[config.mk]
export PLATFORM = sky130hd
export DESIGN_NAME = uart_regif
export DESIGN_NICKNAME = d
export VERILOG_FILES = /design/src/rtl/uart_regif_pkg.sv /design/src/rtl/uart_tx_hold.sv /design/src/rtl/uart_rx_queue.sv /design/src/rtl/uart_txc_flag.sv /design/src/rtl/uart_regif.sv
export SDC_FILE = /design/constraint.sdc
export NUM_CORES = 1
export LEC_CHECK = 0
export ABC_AREA = 0
export BUFFER_PORTS_ARGS = -buffer_cell sky130_fd_sc_hd__buf_2
export CORE_ASPECT_RATIO = 1.4
export CORE_MARGIN = 10
export CORE_UTILIZATION = 45
export CTS_BUF_LIST = sky130_fd_sc_hd__clkbuf_8
export DETAILED_ROUTE_END_ITERATION = 7
export PLACE_DENSITY = 0.69
export SLEW_MARGIN = 15
export SYNTH_ARGS = -nofsm -noshare
export SYNTH_HDL_FRONTEND = slang
export SYNTH_SLANG_ARGS = --single-unit
[constraint.sdc]
create_clock -name clk -period 5 [get_ports clk]
set_clock_uncertainty 0.15 [all_clocks]
set_input_delay 0.75 -clock clk [delete_from_list [all_inputs] [get_ports clk]]
set_output_delay 0.75 -clock clk [all_outputs]
set_load 0.03 [all_outputs]
[src/rtl/uart_regif_pkg.sv]
package uart_regif_pkg;

  localparam int CHAR_W = 9;

  // status bit positions (software decodes these)
  localparam int ST_RXC  = 7;
  localparam int ST_TXC  = 6;
  localparam int ST_DRE  = 5;
  localparam int ST_FERR = 4;
  localparam int ST_OVF  = 3;
  localparam int ST_PERR = 2;
  localparam int ST_RSVD = 1;
  localparam int ST_BIT9 = 0;

  typedef enum logic {
    ADDR_DATA = 1'b0,
    ADDR_STAT = 1'b1
  } reg_addr_e;

  typedef struct packed {
    logic [CHAR_W-1:0] data;
    logic              ferr;
    logic              perr;
    logic              ovf;
  } rx_entry_t;

  // width code -> mask of live character bits
  function automatic logic [CHAR_W-1:0] char_mask(input logic [2:0] code);
    logic [CHAR_W-1:0] m;
    case (code)
      3'd0:    m = 9'h01F;
      3'd1:    m = 9'h03F;
      3'd2:    m = 9'h07F;
      3'd3:    m = 9'h0FF;
      default: m = 9'h1FF;
    endcase
    return m;
  endfunction

endpackage

[src/rtl/uart_tx_hold.sv]
module uart_tx_hold
  import uart_regif_pkg::*;
(
  input  logic              clk,
  input  logic              rst_ni,
  input  logic              wr_req,
  input  logic [CHAR_W-1:0] wr_char,
  input  logic              tx_en,
  input  logic              shift_empty,
  output logic              full,
  output logic              load,
  output logic [CHAR_W-1:0] hold_char
);

  logic              full_d;
  logic              hold_en;
  logic [CHAR_W-1:0] hold_d;

  always_comb begin
    load    = full & tx_en & shift_empty;
    hold_en = wr_req & ~full;
    hold_d  = wr_char;
    full_d  = full;
    if (load)    full_d = 1'b0;
    if (hold_en) full_d = 1'b1;
  end

  always_ff @(posedge clk or negedge rst_ni) begin
    if (!rst_ni) begin
      full      <= 1'b0;
      hold_char <= '0;
    end else begin
      full <= full_d;
      if (hold_en) hold_char <= hold_d;
    end
  end

  a_r2_full_write_dropped: assert property (@(posedge clk) disable iff (!rst_ni)
    (wr_req && full && !load) |=> (full && $stable(hold_char)));

  a_r3_load_frees_buffer: assert property (@(posedge clk) disable iff (!rst_ni)
    load |=> !full);

endmodule

[src/rtl/uart_rx_queue.sv]
module uart_rx_queue
  import uart_regif_pkg::*;
#(
  parameter int DEPTH = 2
) (
  input  logic      clk,
  input  logic      rst_ni,
  input  logic      flush,
  input  logic      push,
  input  rx_entry_t push_entry,
  input  logic      pop,
  output rx_entry_t head,
  output logic      not_empty
);

  localparam int PW = (DEPTH > 1) ? $clog2(DEPTH) : 1;
  localparam int CW = $clog2(DEPTH + 1);
  localparam logic [PW-1:0] LAST_IDX = PW'(DEPTH - 1);
  localparam logic [CW-1:0] FULL_CNT = CW'(DEPTH);

  rx_entry_t     mem [DEPTH];
  logic [PW-1:0] rd_ptr, wr_ptr, rd_ptr_d, wr_ptr_d, newest;
  logic [CW-1:0] count, count_d;
  logic          do_pop, do_push, do_drop;

  function automatic logic [PW-1:0] bump(input logic [PW-1:0] p);
    return (p == LAST_IDX) ? '0 : p + PW'(1);
  endfunction

  always_comb begin
    do_pop  = pop & (count != '0);
    do_push = push & ((count != FULL_CNT) | do_pop);
    do_drop = push & (count == FULL_CNT) & ~do_pop;
    newest  = (wr_ptr == '0) ? LAST_IDX : wr_ptr - PW'(1);
    rd_ptr_d = do_pop  ? bump(rd_ptr) : rd_ptr;
    wr_ptr_d = do_push ? bump(wr_ptr) : wr_ptr;
    count_d  = count;
    if (do_push && !do_pop) count_d = count + CW'(1);
    if (do_pop && !do_push) count_d = count - CW'(1);
    if (flush) begin
      rd_ptr_d = '0;
      wr_ptr_d = '0;
      count_d  = '0;
    end
  end

  always_ff @(posedge clk or negedge rst_ni) begin
    if (!rst_ni) begin
      rd_ptr <= '0;
      wr_ptr <= '0;
      count  <= '0;
    end else begin
      rd_ptr <= rd_ptr_d;
      wr_ptr <= wr_ptr_d;
      count  <= count_d;
    end
  end

  for (genvar i = 0; i < DEPTH; i++) begin : g_slot
    logic slot_we, slot_tag;
    always_comb begin
      slot_we  = do_push & ~flush & (wr_ptr == PW'(i));
      slot_tag = do_drop & ~flush & (newest == PW'(i));
    end
    always_ff @(posedge clk or negedge rst_ni) begin
      if (!rst_ni) begin
        mem[i] <= '0;
      end else if (slot_we) begin
        mem[i] <= push_entry;
      end else if (slot_tag) begin
        mem[i].ovf <= 1'b1;
      end
    end
  end

  always_comb begin
    head      = mem[rd_ptr];
    not_empty = (count != '0);
  end

  a_r6_count_bounded: assert property (@(posedge clk) disable iff (!rst_ni)
    count <= FULL_CNT);

  a_r7_flush_empties: assert property (@(posedge clk) disable iff (!rst_ni)
    flush |=> (count == '0));

  a_r8_drop_keeps_full: assert property (@(posedge clk) disable iff (!rst_ni)
    (push && !pop && !flush && count == FULL_CNT) |=> (count == FULL_CNT));

endmodule

[src/rtl/uart_txc_flag.sv]
module uart_txc_flag (
  input  logic clk,
  input  logic rst_ni,
  input  logic frame_done,
  input  logic buf_full,
  input  logic ack,
  input  logic sw_clear,
  output logic txc
);

  logic txc_d, set_ev;

  always_comb begin
    set_ev = frame_done & ~buf_full;
    txc_d  = txc;
    if (ack || sw_clear) txc_d = 1'b0;
    if (set_ev)          txc_d = 1'b1;
  end

  always_ff @(posedge clk or negedge rst_ni) begin
    if (!rst_ni) txc <= 1'b0;
    else         txc <= txc_d;
  end

  a_r9_ack_clears: assert property (@(posedge clk) disable iff (!rst_ni)
    (ack && !frame_done) |=> !txc);

  a_r9_busy_no_set: assert property (@(posedge clk) disable iff (!rst_ni)
    (!txc && frame_done && buf_full) |=> !txc);

endmodule

[src/rtl/uart_regif.sv]
module uart_regif
  import uart_regif_pkg::*;
#(
  parameter int RX_DEPTH = 2
) (
  input  logic              clk,
  input  logic              rst_n,
  input  logic              bus_wr,
  input  logic              bus_rd,
  input  logic              bus_addr,
  input  logic [7:0]        bus_wdata,
  output logic [7:0]        bus_rdata,
  input  logic              tx_en,
  input  logic              rx_en,
  input  logic [2:0]        char_size,
  output logic              tx_load,
  output logic [CHAR_W-1:0] tx_data,
  input  logic              tx_shift_empty,
  input  logic              tx_frame_done,
  input  logic              txc_ack,
  input  logic              rx_valid,
  input  logic [CHAR_W-1:0] rx_data,
  input  logic              rx_ferr,
  input  logic              rx_perr
);

  // reset: asserted asynchronously, released on a clock edge
  logic [1:0] rst_sync;
  logic       rst_ni;

  always_ff @(posedge clk or negedge rst_n) begin
    if (!rst_n) rst_sync <= 2'b00;
    else        rst_sync <= {rst_sync[0], 1'b1};
  end
  assign rst_ni = rst_sync[1];

  logic              wr_data, wr_stat, rd_data;
  logic              tx_full;
  logic [CHAR_W-1:0] live_mask, tx_char;
  logic              bit9_q, bit9_d, bit9_en;
  logic              q_pop, q_push, q_nonempty;
  rx_entry_t         q_in, q_head;
  logic              txc;
  logic [7:0]        stat_word, data_word;
  logic [CHAR_W-1:0] head_masked;
  logic              nine_bit;

  always_comb begin
    wr_data   = bus_wr & (bus_addr == ADDR_DATA);
    wr_stat   = bus_wr & (bus_addr == ADDR_STAT);
    rd_data   = bus_rd & (bus_addr == ADDR_DATA);
    live_mask = char_mask(char_size);
    nine_bit  = live_mask[CHAR_W-1];
    tx_char   = {bit9_q, bus_wdata} & live_mask;
    bit9_en   = wr_stat;
    bit9_d    = bus_wdata[ST_BIT9];
  end

  always_ff @(posedge clk or negedge rst_ni) begin
    if (!rst_ni)      bit9_q <= 1'b0;
    else if (bit9_en) bit9_q <= bit9_d;
  end

  uart_tx_hold u_tx_hold (
    .clk         (clk),
    .rst_ni      (rst_ni),
    .wr_req      (wr_data),
    .wr_char     (tx_char),
    .tx_en       (tx_en),
    .shift_empty (tx_shift_empty),
    .full        (tx_full),
    .load        (tx_load),
    .hold_char   (tx_data)
  );

  always_comb begin
    q_push     = rx_valid & rx_en;
    q_pop      = rd_data | (wr_stat & bus_wdata[ST_RXC]);
    q_in.data  = rx_data;
    q_in.ferr  = rx_ferr;
    q_in.perr  = rx_perr;
    q_in.ovf   = 1'b0;
  end

  uart_rx_queue #(.DEPTH(RX_DEPTH)) u_rx_queue (
    .clk        (clk),
    .rst_ni     (rst_ni),
    .flush      (~rx_en),
    .push       (q_push),
    .push_entry (q_in),
    .pop        (q_pop),
    .head       (q_head),
    .not_empty  (q_nonempty)
  );

  uart_txc_flag u_txc (
    .clk        (clk),
    .rst_ni     (rst_ni),
    .frame_done (tx_frame_done),
    .buf_full   (tx_full),
    .ack        (txc_ack),
    .sw_clear   (wr_stat & bus_wdata[ST_TXC]),
    .txc        (txc)
  );

  always_comb begin
    head_masked        = q_nonempty ? (q_head.data & live_mask) : '0;
    stat_word          = '0;
    stat_word[ST_RXC]  = q_nonempty;
    stat_word[ST_TXC]  = txc;
    stat_word[ST_DRE]  = ~tx_full;
    stat_word[ST_FERR] = q_nonempty & q_head.ferr;
    stat_word[ST_OVF]  = q_nonempty & q_head.ovf;
    stat_word[ST_PERR] = q_nonempty & q_head.perr;
    stat_word[ST_RSVD] = 1'b0;
    stat_word[ST_BIT9] = nine_bit & head_masked[CHAR_W-1];
    data_word          = head_masked[7:0];
    bus_rdata          = (bus_addr == ADDR_STAT) ? stat_word : data_word;
  end

  a_r7_rxc_tracks_queue: assert property (@(posedge clk) disable iff (!rst_ni)
    (!rx_en) |=> !stat_word[ST_RXC]);

  a_r3_load_needs_enable: assert property (@(posedge clk) disable iff (!rst_ni)
    (tx_full && !tx_en) |=> tx_full);

endmodule

==> parameters.txt, run 1 <==
Parameter                              Value

Logic synthesis
  Post-Syn Instances    around 170
  Count of warnings emitted by yosys    0
  Fraction of the yosys area taken by sequential cells    51.8%
  #FFs+latches synth    42
  Synth area leader    sky130_fd_sc_hd__dfrtp_1
  Cell types occupying the most area after synthesis    sky130_fd_sc_hd__dfrtp_1 52%, sky130_fd_sc_hd__mux2_2 8.3%, sky130_fd_sc_hd__mux2_4 5.9%, sky130_fd_sc_hd__nand2_1 4.8%, sky130_fd_sc_hd__mux2i_1 3.5%
  Mapped cell area    ~2000 µm²
  Average instance area after synthesis    12.3 µm²
  Top cell type's share of synthesized area    between 50% and 60%
  Number of distinct library cells after synthesis    39
  Synth Net Count    roughly 200

Detailed routing
  Detailed Route WL    4350 µm
  Vias/cell    5.18
  TritonRoute pass-1 iters    4
  Initial drt markers    between 50 and 60
  Post-detailed-route wirelength per cell    about 16 µm
  DRC viols    0
  Total vias in the final route    1434
  Antenna Nets Post-Route    0

Worst setup path
  Crit Reg-Reg Startpoint    u_rx_queue.count[0]
  Internal reg-to-reg setup slack    around 3000 ps
  Worst setup startpoint    bus_addr
  Data required time of the critical path    4100 ps
  Worst setup SP type    input pin
  Crit-path slowest cell    sky130_fd_sc_hd__mux4_2
  Cell count along the critical path    4
  Critical-path maximum fanout    17
  Kind of end point of the critical path    output pin
  R2R depth    3
  Largest delay share family, worst path    multiplexers
  Max incr delay on CP    around 540 ps
  Data arrival time at the worst-slack endpoint    approximately 1900 ps
  Critical path buffer and inverter count    2
  Cells along the critical path    buf_2, mux4_2, nor2b_1, buf_2
  Top cell by count, worst path    sky130_fd_sc_hd__buf_2
  Termination of the worst setup path    bus_rdata[2]
  Setup CP Type    in2out
  R2R Path End    u_rx_queue.mem[17]

Pwr
  Pwr Total    ~0.0010 W
  Leakage power summed over all cells    between 1 and 1.5 nW
  Worst-case vdd ir drop    approximately 290 µV
  Power per standard cell area    around 430 nW/µm²

Placed design
  Worst slack, placed    ~2100 ps
  Sum of net half-perimeters after detailed placement    3170 µm
  Global placement routability congestion    0.795
  Quantity of I/O buffers inserted on ports    50

Clocking
  Number of buffers inserted during clock tree synthesis    5
  Clock latency on the worst-skew pair    290 ps
  Buffer type at the clock tree root    sky130_fd_sc_hd__clkbuf_8
  Clock Tree Buf Depth    2
  Clock input transition at the sequential cells of the worst setup and hold paths    around 80 ps
  Clk sink count    42
  Number of levels the H-tree was split into    2
  Count of buffers added by post-CTS timing repair for setup    0
  Hold-fix buffers, CTS    0
  Resized Gates After CTS    0
  TritonCTS clock tree    built

Final layout
  Nets    between 200 and 250
  Number of filler instances in the final layout    around 400
  Growth of design area from synthesis to finish    17.6%
  Layout cell share with drive strength beyond 1    just over 40%
  Antenna Cells    0

GRT
  Met1 track demand over resource    14.6%
  Maximum number of pins on one net before global-route repair    between 40 and 50
  Global Route Usage Sum    around an eighth
  First-pass GRT wire length    approximately 7500 µm
  Met3 track utilization from global routing    slightly below 5%
  Number of antenna violations at the first check in global routing    0
  Global routing's busiest layer    met2
  Via count of the first global-routing pass    between 1000 and 1500
  GR Overflow Total    0
  Met2 usage in global routing    around a fifth

Run
  Reported max-cap violation count    0

Timing
  Hold Slack    roughly 72 ps
  Setup repair after global routing missed its margin    no
  Actual slew at the worst max-slew pin    774 ps
  Highest clock frequency the design can meet    roughly 350 MHz
  Worst slew margin    ~48%
  Crit path setup slack, layout    around 2200 ps
  Number of pins exceeding their max-slew limit in the final report    0
  Final setup violation count    0
  Final cycle utilization of the critical path    about 57%
  Crit path time final    approximately 2800 ps
  Number of failing hold endpoints at the final stage    0
  Total negative setup slack    0 ps

Hold path
  Hold/Removal Path Class    in2async

Die
  Effective utilization at floorplan    47.1%
  Core area    between 4000 and 5000 µm²
  Top-level I/O count    51
  Chip Width    about 77 µm
  DIE HEIGHT    between 90 and 100 µm
  Number of placement rows    28
  DIE AREA    7630 µm²

Outcome
  Run status    completed
metrics by stage:
| stage | cell area [µm²] | instances | utilization, % |
|---|---|---|---|
| after detailed placement | 2290 | 269 | 53.2 |
| after CTS | 2380 | 277 | 55.3 |
| after global routing | 2380 | 277 | 55.3 |
| final | 2380 | 277 | 55.3 |
| after global placement | 2290 | 269 | 53.2 |
| after floorplan | 2030 | 165 | - |
Yosys cell counts:
cell type                    n
sky130_fd_sc_hd__a31oi_4     2
sky130_fd_sc_hd__mux4_2      3
sky130_fd_sc_hd__nor2b_1     3
sky130_fd_sc_hd__o41ai_1     2
sky130_fd_sc_hd__dfrtp_1    42
sky130_fd_sc_hd__nor3_1      2
sky130_fd_sc_hd__clkbuf_1    1
sky130_fd_sc_hd__nand2_1    26
sky130_fd_sc_hd__conb_1      1
sky130_fd_sc_hd__nand3_1     4
sky130_fd_sc_hd__a21oi_1     2
sky130_fd_sc_hd__or3b_1      1
sky130_fd_sc_hd__inv_1       6
sky130_fd_sc_hd__o22a_1      2
sky130_fd_sc_hd__nand3b_1    1
sky130_fd_sc_hd__buf_12      1
sky130_fd_sc_hd__a31oi_1     2
sky130_fd_sc_hd__o2bb2ai_1   1
sky130_fd_sc_hd__buf_2       2
sky130_fd_sc_hd__nand4_1     1
sky130_fd_sc_hd__nor3b_1     2
sky130_fd_sc_hd__a32o_1      1
sky130_fd_sc_hd__and2_1      1
sky130_fd_sc_hd__a211oi_1    1
sky130_fd_sc_hd__buf_6       3
sky130_fd_sc_hd__mux2_4      8
sky130_fd_sc_hd__and3_1      1
sky130_fd_sc_hd__o21bai_1    1
sky130_fd_sc_hd__and2b_4     1
sky130_fd_sc_hd__and4_1      1
sky130_fd_sc_hd__nand2b_1    1
sky130_fd_sc_hd__o22ai_1     2
sky130_fd_sc_hd__nand2b_4    1
sky130_fd_sc_hd__a22o_1      2
sky130_fd_sc_hd__mux2_2     15
sky130_fd_sc_hd__o21ai_0     5
sky130_fd_sc_hd__nor2_1      6
sky130_fd_sc_hd__mux2i_1     7
sky130_fd_sc_hd__nand3_2     1
cell type report:
| class | instances | area (µm²) | area share [%] |
|---|---|---|---|
| timing repair buffer | 51 | 258 | 10.8 |
| tap | 60 | 75.1 | 3.15 |
| multi-input combinational | 110 | 887 | 37.2 |
| clock buffer | 6 | 82.6 | 3.46 |
| clock inverter | 2 | 8.76 | 0.367 |
| inverter | 6 | 22.5 | 0.944 |
| sequential | 42 | 1050 | 44.1 |
worst min path at each step:
stage	endpoint	startpoint	slack, ps	cells past startpoint
global placement	u_rx_queue.mem[2]	rst_sync[1]	170	1
detailed placement	u_rx_queue.mem[23]	rst_sync[1]	170	1
global route	rst_sync[0]	rst_n	60	1
CTS	rst_sync[0]	rst_n	70	1
finish	rst_sync[0]	rst_n	70	1
floorplan	rst_sync[1]	rst_sync[0]	180	0
registers in the layout, summed over array words and instances (netlist names):
register and flops:
bit9_q 1, rst_sync 2, u_rx_queue.count 2, u_rx_queue.mem 24, u_rx_queue.rd_ptr 1, u_rx_queue.wr_ptr 1, u_tx_hold.full 1, u_tx_hold.hold_char 9
u_txc.txc 1
per-layer routing:
metal / part of all wire [%] / vias up
li1: - / 686
met3: 8.0 / 5
met2: 45 / 52
met4: 1.5 / 0
met5: 0 / -
met1: 46 / 691
worst reg2reg max path, cell delays in order, from the launching register on:
cell	delay, ps
sky130_fd_sc_hd__dfrtp_1	440
sky130_fd_sc_hd__and2b_4	250
sky130_fd_sc_hd__a31oi_4	540
sky130_fd_sc_hd__mux2_2	420
kinds of logic after synthesis:
| kind of cell | Yosys count | synth area share, % |
|---|---|---|
| AOI/OAI and AO/OA | 23 | 9.32 |
| and+or+nand+nor | 53 | 13.2 |
| muxes | 33 | 21.0 |
| buffers and inverters | 13 | 4.44 |
| other | 1 | 0.185 |
| DFF | 42 | 51.8 |
where the power goes:
group / switching [W] / total, W / leakage (nW) / internal [W]
clock: 0.000114 / 0.000223 / 0.0524 / 0.000109
sequential: 0.0000497 / 0.000482 / 0.514 / 0.000433
combinational: 0.000191 / 0.000327 / 0.572 / 0.000136
total: 0.000354 / 0.00103 / 1.14 / 0.000678
placed cells by master, fill, tap and decap left out, drive strengths merged, types with 2 or more instances in the layout:
master,count
buf,51
dfrtp,42
nand2,26
mux2,23
mux2i,7
inv,7
nor2,6
clkbuf,6
o21ai,5
nand3,5
a31oi,4
mux4,3
nor2b,3
o41ai,2
nor3,2
o22a,2
a21oi,2
nor3b,2
o22ai,2
a22o,2
nand2b,2
No activity file was read; power rests on OpenSTA's default activity.
==> run 2, diff against run 1 <==
clock period = 2.67 ns   (was 5 ns; I/O delays follow)
==> parameters.txt, run 2 (same netlist as run 1, synthesis figures left out) <==
Parameter                              Value

Final layout
  Finished Core Util    ~56%
  Antenna Cells    0
  Most common cell after layout, fill and taps aside    sky130_fd_sc_hd__buf_2
  Growth of design area from synthesis to finish    18.8%
  Layout cell share with drive strength beyond 1    slightly above 40%
  Max reg flops    24
  Number of filler instances in the final layout    394
  Top library cells by usage in the layout, fill and taps aside    50 x sky130_fd_sc_hd__buf_2, 42 x sky130_fd_sc_hd__dfrtp_1, 26 x sky130_fd_sc_hd__nand2_1, 15 x sky130_fd_sc_hd__mux2_2, 8 x sky130_fd_sc_hd__mux2_4
  Nets    between 200 and 300
  Register bank with the most flops    u_rx_queue.mem
  Registers with the highest flip-flop counts    u_rx_queue.mem (24), u_tx_hold.hold_char (9)

Worst setup path
  Critical path buffer and inverter count    2
  R2R Path End    u_rx_queue.mem[17]
  Data arrival time at the worst-slack endpoint    about 1800 ps
  Kind of end point of the critical path    output pin
  R2R depth    3
  Worst setup SP type    flip-flop
  Largest delay share family, worst path    flip-flops
  Critical-path maximum fanout    7
  Crit Reg-Reg Startpoint    u_rx_queue.count[0]
  Internal reg-to-reg setup slack    around 800 ps
  Cells along the critical path    buf_4, mux4_2, nor2b_1, buf_2
  Data required time of the critical path    ~2100 ps
  Setup CP Type    reg2out
  Max incr delay on CP    between 400 and 500 ps
  Crit-path slowest cell    sky130_fd_sc_hd__dfrtp_1

Die
  Chip Width    ~77 µm
  Core area    roughly 4300 µm²
  Number of placement rows    28
  DIE HEIGHT    about 99 µm
  Effective utilization at floorplan    between 40% and 50%
  DIE AREA    around 7600 µm²
  Top-level I/O count    51

Pwr
  Power per standard cell area    ~800 nW/µm²
  Leakage power summed over all cells    1.15 nW
  Worst-case vdd ir drop    slightly below 400 µV
  Pwr Total    around 0.0019 W

GRT
  Maximum number of pins on one net before global-route repair    30
  Via count of the first global-routing pass    roughly 1500
  Number of antenna violations at the first check in global routing    0
  Global Route Usage Sum    roughly an eighth
  GR Overflow Total    0
  First-pass GRT wire length    about 7500 µm

Outcome
  Run status    completed

Clocking
  Number of buffers inserted during clock tree synthesis    5
  Number of levels the H-tree was split into    2
  Clock input transition at the sequential cells of the worst setup and hold paths    about 80 ps
  Resized Gates After CTS    0
  Clock latency on the worst-skew pair    300 ps
  TritonCTS clock tree    built
  Clock Tree Buf Depth    2
  Buffer type at the clock tree root    sky130_fd_sc_hd__clkbuf_8
  Clk sink count    42

Detailed routing
  Vias/cell    roughly 5
  Detailed Route WL    about 4400 µm
  Total vias in the final route    approximately 1400
  Post-detailed-route wirelength per cell    about 16 µm
  Initial drt markers    between 50 and 60
  Antenna Nets Post-Route    0
  DRC viols    0
  TritonRoute pass-1 iters    4

Placed design
  Quantity of I/O buffers inserted on ports    50
  Sum of net half-perimeters after detailed placement    ~3400 µm
  Global placement routability congestion    slightly below 0.8

Timing
  Final cycle utilization of the critical path    about nine tenths
  Final setup violation count    0
  Highest clock frequency the design can meet    roughly 420 MHz
  Setup repair after global routing missed its margin    no
  Crit path time final    2360 ps
  Hold Slack    34.3 ps
  Number of failing hold endpoints at the final stage    0
  Actual slew at the worst max-slew pin    approximately 700 ps
  Total negative setup slack    0 ps
  Worst slew margin    roughly 53%
  Number of pins exceeding their max-slew limit in the final report    0

Run
  Reported max-cap violation count    0

Hold path
  Hold/Removal Path Class    reg2async
run 2: cell count changes in the layout (fill, tap and decap cells not counted), sizes merged:
cell	previous run	this run
dlygate4sd3	0	1
buf	51	53
run 2: layout make-up:
cell class              count  area [µm²]  share of cell area, %
flip-flops and latches     42        1050                   43.6
clock buffers               6        82.6                   3.43
well taps                  60        75.1                   3.12
inverters                   6        22.5                  0.935
repair buffers             54         283                   11.7
clock inverters             2        8.76                  0.363
multi-input cells         110         887                   36.8
run 2: worst max-delay path by stage:
stage	slack, ps	from	to	cells past startpoint
6_report	310	u_rx_queue.rd_ptr	bus_rdata[4]	4
5_1_grt	220	u_rx_queue.rd_ptr	bus_rdata[4]	4
4_1_cts	270	u_rx_queue.rd_ptr	bus_rdata[4]	4
3_5_place_dp	440	bus_addr	u_rx_queue.mem[15]	4
3_3_place_gp	490	bus_addr	u_rx_queue.mem[15]	4
2_1_floorplan	270	bus_addr	bus_rdata[5]	3
run 2: through the flow:
stage | cells | instance area [µm²] | worst slack, ps
final | 280 | 2410 | 310
after global routing | 280 | 2410 | 216
after CTS | 280 | 2410 | 273
after detailed placement | 271 | 2310 | 439
after global placement | 271 | 2310 | 487
after floorplan | 165 | 2030 | 273
run 2: where the power goes:
group          leakage (nW)  internal [W]  switching [W]  total (W)
Combinational         0.586      0.000259       0.000357   0.000615
Clock                0.0524      0.000205       0.000211   0.000416
Sequential            0.514      0.000810      0.0000973   0.000908
run 2: repair_timing:
item / in CTS / in global routing
endpoints found under the hold margin: 2 / 0
setup endpoints to repair: 0 / 0
setup buffers: 0 / 0
hold buffers: 1 / 0
run 2: metal layers:
layer | vias up | track usage (%) | wire length (µm) | part of all wire, %
li1 | 690 | - | - | -
met5 | - | 0 | 0 | 0
met4 | 0 | 4.73 | 70 | 1.6
met3 | 6 | 5.41 | 365 | 8.3
met1 | 648 | 13.9 | 1970 | 45
met2 | 50 | 19.2 | 2010 | 46
==> run 3, diff against run 2 <==
CAP_MARGIN = 20   (was default)
SYNTH_HIERARCHICAL = 1   (was default)
==> parameters.txt, run 3 <==
Parameter                              Value

Logic synthesis
  Average instance area after synthesis    about 13 µm²
  Post-Syn Instances    between 150 and 200
  Fraction of the yosys area taken by sequential cells    48.4%
  Synth area leader    sky130_fd_sc_hd__dfrtp_1
  Cell types occupying the most area after synthesis    sky130_fd_sc_hd__dfrtp_1 48%, sky130_fd_sc_hd__mux2_4 13%, sky130_fd_sc_hd__mux2_2 13%, sky130_fd_sc_hd__mux2i_1 1.8%, sky130_fd_sc_hd__nor2b_1 1.7%
  Top_reg_cell synth    sky130_fd_sc_hd__dfrtp_1
  Count of warnings emitted by yosys    6
  Number of distinct library cells after synthesis    43
  Async SR Flop Fraction    100%
  #FFs+latches synth    42
  Top cell type's share of synthesized area    between 40% and 50%
  Number of enable flip-flop cells after synthesis    0
  Most used standard cell by instance count after synthesis    sky130_fd_sc_hd__dfrtp_1
  Mapped cell area    2170 µm²
  Post-synth top cells    42 x sky130_fd_sc_hd__dfrtp_1, 25 x sky130_fd_sc_hd__mux2_2, 19 x sky130_fd_sc_hd__mux2_4

Timing
  Setup repair after global routing missed its margin    no
  Highest clock frequency the design can meet    423 MHz
  Number of failing hold endpoints at the final stage    0
  Number of pins exceeding their max-slew limit in the final report    0
  Final setup violation count    0
  Crit path time final    between 2000 and 2500 ps
  Actual slew at the worst max-slew pin    ~590 ps
  Final cycle utilization of the critical path    roughly nine tenths
  Worst slew margin    60.4%
  Total negative setup slack    0 ps

Final layout
  Top library cells by usage in the layout, fill and taps aside    50 x sky130_fd_sc_hd__buf_2, 42 x sky130_fd_sc_hd__dfrtp_1, 25 x sky130_fd_sc_hd__mux2_2, 19 x sky130_fd_sc_hd__mux2_4, 7 x sky130_fd_sc_hd__inv_1
  Layout cell share with drive strength beyond 1    a little over half
  Final cell count without fillers    between 200 and 300
  Growth of design area from synthesis to finish    17.6%
  Most common cell after layout, fill and taps aside    sky130_fd_sc_hd__buf_2
  Antenna Cells    0
  Registers with the highest flip-flop counts    u_rx_queue/mem (24), u_tx_hold/hold_char (9)
  Nets    around 250
  Register bank with the most flops    u_rx_queue/mem
  Finished Core Util    55.4%
  Max reg flops    24

Detailed routing
  Total vias in the final route    about 1400
  Initial drt markers    75
  Detailed Route WL    between 4000 and 5000 µm
  Antenna Nets Post-Route    0
  DRC viols    0
  Post-detailed-route wirelength per cell    roughly 16 µm
  Vias/cell    between 5 and 6
  TritonRoute pass-1 iters    4

Worst setup path
  Data arrival time at the worst-slack endpoint    1820 ps
  Critical-path maximum fanout    13
  Kind of end point of the critical path    output pin
  Setup CP Type    reg2out
  Data required time of the critical path    2120 ps
  Worst setup SP type    flip-flop

GRT
  Via count of the first global-routing pass    between 1500 and 2000
  First-pass GRT wire length    7400 µm
  GR Overflow Total    0
  Number of antenna violations at the first check in global routing    0
  Global Route Usage Sum    a little under an eighth
  Maximum number of pins on one net before global-route repair    41

Die
  DIE HEIGHT    roughly 100 µm
  Number of placement rows    29
  Top-level I/O count    approximately 50
  Core area    4610 µm²
  Chip Width    about 80 µm
  Effective utilization at floorplan    ~47%
  DIE AREA    between 8000 and 9000 µm²

Clocking
  Number of buffers inserted during clock tree synthesis    5
  Buffer type at the clock tree root    sky130_fd_sc_hd__clkbuf_8
  TritonCTS clock tree    built
  Clock latency on the worst-skew pair    ~280 ps
  Number of levels the H-tree was split into    2
  Resized Gates After CTS    0
  Clock Tree Buf Depth    2
  Clock input transition at the sequential cells of the worst setup and hold paths    70 ps
  Clk sink count    42

Placed design
  Sum of net half-perimeters after detailed placement    3260 µm
  Global placement routability congestion    between 0.7 and 0.8
  Number of cells in the design after placement    272
  Quantity of I/O buffers inserted on ports    50

Pwr
  Power per standard cell area    slightly above 700 nW/µm²
  Worst-case vdd ir drop    537 µV
  Leakage power summed over all cells    about 1.3 nW

Run
  Reported max-cap violation count    0

Outcome
  Run status    completed

Hold path
  Hold/Removal Path Class    reg2async
## run 3: path summary, 6_finish.rpt
| kind | startpoint | cells after the start | slack, ps | to |
|---|---|---|---|---|
| worst min register to register | rst_sync[1] | 1 | 150 | u_rx_queue/count[1] |
| worst min-delay path | rst_sync[1] | 1 | 150 | u_rx_queue/count[1] |
| min in group clk | txc_ack | 2 | 150 | u_txc/txc |
| worst max register to register | u_rx_queue/count[0] | 3 | 900 | u_rx_queue/mem[22] |
| worst max-delay path | u_rx_queue/rd_ptr | 4 | 300 | bus_rdata[3] |
| max in group asynchronous | rst_sync[1] | 1 | 1860 | u_rx_queue/mem[1] |
## run 3: layer usage
layer / GRT usage [%] / part of all wire, %
met1: 13.3 / 43
met2: 17.6 / 46
met3: 5.71 / 10
met4: 4.15 / 1.3
met5: 0 / 0
## run 3: kinds of logic (layout without fill, tap and decap cells)
logic type	count (synthesis)	in the layout	synth area share (%)
other	2	3	0.346
xor gates and xnor gates	1	1	0.404
muxes	48	48	28.0
DFF	42	42	48.4
and+or+nand+nor	33	33	10.5
buffers and inverters	14	68	4.38
AOI/OAI and AO/OA	24	24	7.95
## run 3: metrics by stage
step | hold slack [ps] | area (µm²) | total power (W) | setup slack (ps)
finish | 146 | 2550 | 0.00182 | 304
global route | 141 | 2550 | 0.00194 | 195
CTS | 133 | 2550 | 0.00185 | 275
detailed placement | 38.6 | 2450 | 0.00143 | 460
global placement | 36.8 | 2450 | 0.00142 | 503
floorplan | -45.1 | 2170 | 0.00129 | 457
## run 3: worst max-delay path, stage by stage (launching register included)
cell	delay, ps
sky130_fd_sc_hd__dfrtp_1	720
sky130_fd_sc_hd__mux2_2	400
sky130_fd_sc_hd__mux2i_1	170
sky130_fd_sc_hd__nor2b_1	60
sky130_fd_sc_hd__buf_2	170
## run 3: area by class of cell
cell class                 count  area, µm²
clock inverter                 2       8.76
sequential                    42       1050
inverter                       6       22.5
multi-input combinational    109       1030
clock buffer                   6       82.6
fill                         427       2050
tap                           62       77.6
timing repair buffer          54        283
## run 3: timing repair
| item | in CTS | in global routing |
|---|---|---|
| hold buffers | 1 | 0 |
| buffers inserted | 0 | 0 |
| endpoints found under the hold margin | 2 | 0 |
## run 3: power breakdown
part           switching [W]  total (W)  internal [W]  leakage [nW]
combinational       0.000263   0.000544      0.000281         0.690
clock               0.000199   0.000404      0.000205        0.0524
sequential         0.0000879   0.000872      0.000784         0.516
